==> config.mk <==
export PLATFORM = sky130hd
export DESIGN_NAME = clk_stop_gate
export DESIGN_NICKNAME = d
export VERILOG_FILES = /design/src/rtl/clkstop_pkg.sv /design/src/rtl/clkstop_ctrl.sv /design/src/rtl/clkstop_gate.sv /design/src/rtl/clk_stop_gate.sv
export SDC_FILE = /design/constraint.sdc
export NUM_CORES = 1
export LEC_CHECK = 0
export BUFFER_PORTS_ARGS = -buffer_cell sky130_fd_sc_hd__buf_2
export CORE_AREA = 3 3 40 42
export DETAILED_ROUTE_END_ITERATION = 10
export DIE_AREA = 0 0 43 45
export PLACE_DENSITY = 0.65
export SLEW_MARGIN = 20
export SYNTH_ARGS = -nofsm -noshare
export SYNTH_HDL_FRONTEND = slang
export SYNTH_SLANG_ARGS = --single-unit
export TNS_END_PERCENT = 50
==> constraint.sdc <==
create_clock -name clkSrc -period 1.95 [get_ports clkSrc]
set_input_delay 0.39 -clock clkSrc [delete_from_list [all_inputs] [get_ports clkSrc]]
set_output_delay 0.39 -clock clkSrc [all_outputs]
set_load 0.01 [all_outputs]
==> src/rtl/clkstop_pkg.sv <==
`timescale 1ns/1ps
package clkstop_pkg;
  // Strobes handed from the control to the gating datapath
  typedef struct packed {
    logic runGate;   // group allowed to run this cycle
    logic freeGate;  // free-running member allowed to run
  } gateStrobe_t;
endpackage

==> src/rtl/clkstop_ctrl.sv <==
`timescale 1ns/1ps
module clkstop_ctrl
  import clkstop_pkg::*;
#(
  parameter int SYNC_STAGES = 2,
  parameter int MIN_RUN     = 10
) (
  input  logic        clkSrc,
  input  logic        rstN,
  input  logic        stopReqN,
  input  logic        freeEnable,
  output gateStrobe_t strobe
);
  localparam int CW = $clog2(MIN_RUN + 1);
  localparam logic [CW-1:0] RUN_LAST = CW'(MIN_RUN - 1);

  // Request synchronizer, resets to "no stop"
  logic [SYNC_STAGES-1:0] syncQ;
  always_ff @(posedge clkSrc or negedge rstN) begin
    if (!rstN) syncQ <= '1;
    else       syncQ <= {syncQ[SYNC_STAGES-2:0], stopReqN};
  end

  logic stopSeen;
  assign stopSeen = ~syncQ[SYNC_STAGES-1];

  // Run state with minimum-run counter
  logic          runEn;
  logic [CW-1:0] runCnt;
  logic          runDone;
  assign runDone = (runCnt >= RUN_LAST);

  always_ff @(posedge clkSrc or negedge rstN) begin
    if (!rstN) begin
      runEn  <= 1'b1;
      runCnt <= RUN_LAST;
    end else if (runEn) begin
      if (stopSeen && runDone) runEn <= 1'b0;
      else if (!runDone)       runCnt <= runCnt + CW'(1);
    end else if (!stopSeen) begin
      runEn  <= 1'b1;
      runCnt <= '0;
    end
  end

  assign strobe.runGate  = runEn;
  assign strobe.freeGate = freeEnable;
endmodule

==> src/rtl/clkstop_gate.sv <==
`timescale 1ns/1ps
module clkstop_gate
  import clkstop_pkg::*;
#(
  parameter int NUM_OUT = 4
) (
  input  logic               clkSrc,
  input  logic               rstN,
  input  gateStrobe_t        strobe,
  input  logic [NUM_OUT-1:0] outEnable,
  output logic [NUM_OUT-1:0] clkOut,
  output logic               clkFree,
  output logic [NUM_OUT-1:0] gateState,
  output logic               freeState
);
  // Enables captured on the falling edge: they change only while clkSrc is low
  for (genvar g = 0; g < NUM_OUT; g++) begin : g_lane
    logic laneQ;
    always_ff @(negedge clkSrc or negedge rstN) begin
      if (!rstN) laneQ <= 1'b0;
      else       laneQ <= strobe.runGate & outEnable[g];
    end
    assign clkOut[g]    = clkSrc & laneQ;
    assign gateState[g] = laneQ;
  end

  logic freeQ;
  always_ff @(negedge clkSrc or negedge rstN) begin
    if (!rstN) freeQ <= 1'b0;
    else       freeQ <= strobe.freeGate;
  end
  assign clkFree   = clkSrc & freeQ;
  assign freeState = freeQ;
endmodule

==> src/rtl/clk_stop_gate.sv <==
`timescale 1ns/1ps
module clk_stop_gate
  import clkstop_pkg::*;
#(
  parameter int NUM_OUT     = 4,
  parameter int SYNC_STAGES = 2,
  parameter int MIN_RUN     = 10
) (
  input  logic               clkSrc,
  input  logic               rstN,
  input  logic               stopReqN,
  input  logic [NUM_OUT-1:0] outEnable,
  input  logic               freeEnable,
  output logic [NUM_OUT-1:0] clkOut,
  output logic               clkFree
);
  gateStrobe_t        strobe;
  logic [NUM_OUT-1:0] gateState;
  logic               freeState;

  clkstop_ctrl #(.SYNC_STAGES(SYNC_STAGES), .MIN_RUN(MIN_RUN)) u_ctrl (
    .clkSrc    (clkSrc),
    .rstN      (rstN),
    .stopReqN  (stopReqN),
    .freeEnable(freeEnable),
    .strobe    (strobe)
  );

  clkstop_gate #(.NUM_OUT(NUM_OUT)) u_gate (
    .clkSrc    (clkSrc),
    .rstN      (rstN),
    .strobe    (strobe),
    .outEnable (outEnable),
    .clkOut    (clkOut),
    .clkFree   (clkFree),
    .gateState (gateState),
    .freeState (freeState)
  );
endmodule

; ---- Word-level counts from Yosys, hierarchy flattened
; Index checks and enable logic that the tools add are counted.
[classes]
n_mux = 7
order_cmp = 1
bitwise_logic = 10
eq_ne = 2
n_reduce_logical = 3
addsub = 1
[ops]
columns = cell, n
row1 = 2-to-1 mux 4 bit, 4
row2 = bitwise AND 1 bit, 9
row3 = adder 4 x 1 -> 4 bit (second input constant), 1
row4 = greater-or-equal comparator 4 bit (second input constant), 1
row5 = inequality test 2 bit (second input constant), 2
row6 = 2-to-1 mux 1 bit, 3
row7 = AND reduction 3 bit, 1
row8 = nonzero test 2 bit, 1
row9 = logical AND 1 bit, 1
row10 = inverter 1 bit, 1
[word_totals]
word_cells = 32
reg_bits = 12
inputBits = 8
output_inout_bits = 5

; ---- Depth between registers and ports, before layout
[logic_depth]
ltp_word = 4
ltp_mapped = 5
depth_no_buf = 5

; ---- Modules after synthesis
; Synthesis repeated with hierarchy kept, for this count alone.
[unflattened]
cells_unflattened = 53
hier_area_um2 = 580.6
[by_module_without_submodules]
columns = mod, area_per_inst_um2, cells_each, seq_area_each_um2, instances
row1 = clkstop_ctrl, 369.1, 35, 181.4, 1
row2 = clkstop_gate, 211.5, 18, 125.1, 1

==> impl_metrics.yaml <==
finish:
  nFillCells: 123
  nets: 76
  seqCellArea_um2: 307
  num_antenna_cells: 0
  area_growth_pct: 30.8
  multi_input_area_um2: 195
  final_area_um2: 676
  fin_util_pct: 52.6
  drive_gt1_share_pct: 43.1
logic_synthesis:
  synth_edf_count: 0
  synthArstFlopShare_pct: 100
  synth_area_um2: 517
  synthTopCellsByCount: "9 x and2_1, 5 x dfrtn_1, 5 x dfstp_2, 4 x inv_1, 4 x nand2_1"
  synth_compound_area_share_pct: 2.66
  synthAdderAreaFrac_pct: 7.26
  synth.distinct_cells: 16
  synth_cells: 43
  yosys_warnings: 0
  yosysTopAreaCell: "dfstp_2"
  synthSimpleGateAreaFrac_pct: 24.0
  synth.most_common_cell: "and2_1"
  synthFlopType: "dfstp_2"
  synth.area.top_cells: "dfstp_2 25%, dfrtn_1 24%, and2_1 11%"
  synthMuxAreaShare_pct: 3.87
  yosysSeqAreaShare_pct: 59.3
  synth_top_family_by_area: "simple AND/OR/NAND/NOR gates"
  syn_area_per_cell_um2: 12.0
  synthDominantCellAreaShare_pct: 25.4
  synth_fp_nets: 54
  ys_seq_elements: 12
  yosys.area_share.xor_xnor_pct: 0
sta:
  drv_slew: 0
  setup_ws_ns: -0.438
  tightest_slew_ns: 0.259
  setup_tns_ns: -2.12
  finalSetupViolCount: 10
  hold_viol: 0
  skew_ns: 0.0136
  rsz0062_at_grt: "true"
  slew_headroom_pct: 82.8
worst_hold_path:
  hold_class: "in -> reg"
  holdPathStages: 1
  min_to: "u_ctrl.syncQ[0]$_DFF_PN1_"
  worst_hold_startpoint: "stopReqN"
global_route:
  grt_max_degree: 13
  grt_remaining_overflow: 0
  grt_use_total_pct: 13.6
  grt_pass1_wl_mm: 1.61
  antenna_found_initial: 0
  grt_pass1_vias: 424
route:
  wl_per_cell_um: 11.8
  drtIter0Drc: 4
  drt_pass1_iterations: 2
  vias: 366
  drt.antenna.violating_nets: 0
  wl_um: 941
  vias_per_cell: 4.58
  drc: 0
setup_path:
  reg2reg_depth: 1
  crit_buf_inv: 1
  startpoint_type: "register"
  cp-end-kind: "output pin"
  crit_slowest_cell: "dfrtn_1"
  reg2reg_slack_ns: 0.28
  rr_startpoint: "u_ctrl.runEn$_DFF_PN1_"
  cp.arrival_ns: 2.00
  cpLargestDelayFamily: "flip-flops"
  required_ns: 1.56
  crit_type: "reg -> out"
  rr_endpoint: "u_gate.g_lane[1].laneQ$_DFF_NN0_"
  path_cells: "and2_1 -> buf_2"
  cpPeakStageDelay_ns: 0.39
  cp_max_fo: 1
clocking:
  clk_pin_slew_ns: 0.07
  clock_latency_ns: 0.40
  post_cts_resize_count: 0
  tritoncts: "yes"
  post_cts_buffers: 0
die:
  fp.dieH_um: 45
  coreArea_mm2: 0.00128
  start_util_pct: 40.2
  num_io_pins: 13
  die-area_mm2: 0.00194
  row_count: 13
  die_w_um: 43
run_status:
  violations: "setup timing"
  status: "finished with violations"
pwr:
  peakVddDrop_mv: 0.809
  totalPowerFinal_w: 0.00109
  powerDensity_mw_per_mm2: 1620
  power.leakage_nw: 0.345
flow_run:
  maxCapViolCount: 0
placed_design:
  hpwlAfterDp_um: 601
  portBuffers: 12
  place_area_um2: 596
  gp_congestion: 0.726
## cell type report
type | count | area share (%)
clock buffer | 14 | 14.1
inverter | 4 | 2.22
multi-input combinational | 27 | 28.9
sequential | 12 | 45.4
tap | 15 | 2.78
timing repair buffer | 8 | 6.67
## per-layer routing
layer  vias up  GRT usage (%)  share of wire (%)  routed length, um
li1        181              -                  -                  -
met1       168           11.4                 39                371
met2        15           14.7                 49                458
met3         2           14.3                 10                 98
met4         0           18.1                1.4                 13
met5         -              0                  0                  0
## stage by stage
step / hold slack, ns / std cells / worst slack (ns)
final: 0.0948 / 80 / -0.438
after global routing: 0.0615 / 80 / -0.513
after CTS: 0.0771 / 80 / -0.455
after detailed placement: 0.278 / 70 / -0.00286
after global placement: 0.275 / 70 / 0.00960
after floorplan: 0.0944 / 43 / 0.0706
## power breakdown
part	switching, W	internal (W)	total (W)
Combinational	0.000109	0.000113	0.000222
Sequential	0.0000678	0.000347	0.000415
Clock	0.000183	0.000275	0.000458
Total	0.000360	0.000735	0.00109
## logic make-up (layout without fill, tap and decap cells)
| kind of cell | count (synthesis) | after routing |
|---|---|---|
| fa+ha+maj | 3 | 3 |
| simple gates | 20 | 20 |
| flops | 12 | 12 |
| buf+inv | 4 | 26 |
| compound gates | 2 | 2 |
| mux | 2 | 2 |
## sequential cells by signal, indices dropped and copies added (netlist names)
signal / flops
u_gate.g_lane.laneQ: 4
u_gate.freeState: 1
u_ctrl.runEn: 1
u_ctrl.syncQ: 2
u_ctrl.runCnt: 4
## worst max-delay path by stage
stage	from	endpoint	slack [ns]	cells past startpoint
after CTS	u_gate.g_lane[2].laneQ$_DFF_NN0_	clkOut[2]	-0.46	2
after global placement	u_gate.g_lane[0].laneQ$_DFF_NN0_	clkOut[0]	0.01	2
after floorplan	u_gate.freeState$_DFF_NN0_	clkFree	0.07	1
after detailed placement	u_gate.g_lane[1].laneQ$_DFF_NN0_	clkOut[1]	-0.003	2
final	u_gate.g_lane[2].laneQ$_DFF_NN0_	clkOut[2]	-0.44	2
after global routing	u_gate.g_lane[2].laneQ$_DFF_NN0_	clkOut[2]	-0.51	2
## layout by cell type, fill, tap and decap left out
cell           Yosys  layout
ha_1               3       3
nand3b_1           1       1
nor3b_2            1       1
and2_1             9       9
nand2b_1           2       2
clkbuf_8           0       1
nand3_1            1       1
o21ai_1            1       1
nand2b_2           1       1
inv_1              4       4
dfrtp_1            2       2
buf_2              0      12
clkbuf_1           0       1
o21ai_2            1       1
dfstp_2            5       5
dlygate4sd3_1      0       1
clkbuf_4           0       7
nand4_1            1       1
mux2i_1            2       2
nand2_1            4       4
dfrtn_1            5       5
## timing repair
action | in CTS | in global routing
pin swaps | 4 | 1
hold endpoints to repair | 2 | 0
hold buffers | 1 | 0
endpoints found under the setup margin | 10 | 10
Power figures use the tool's default switching activity.
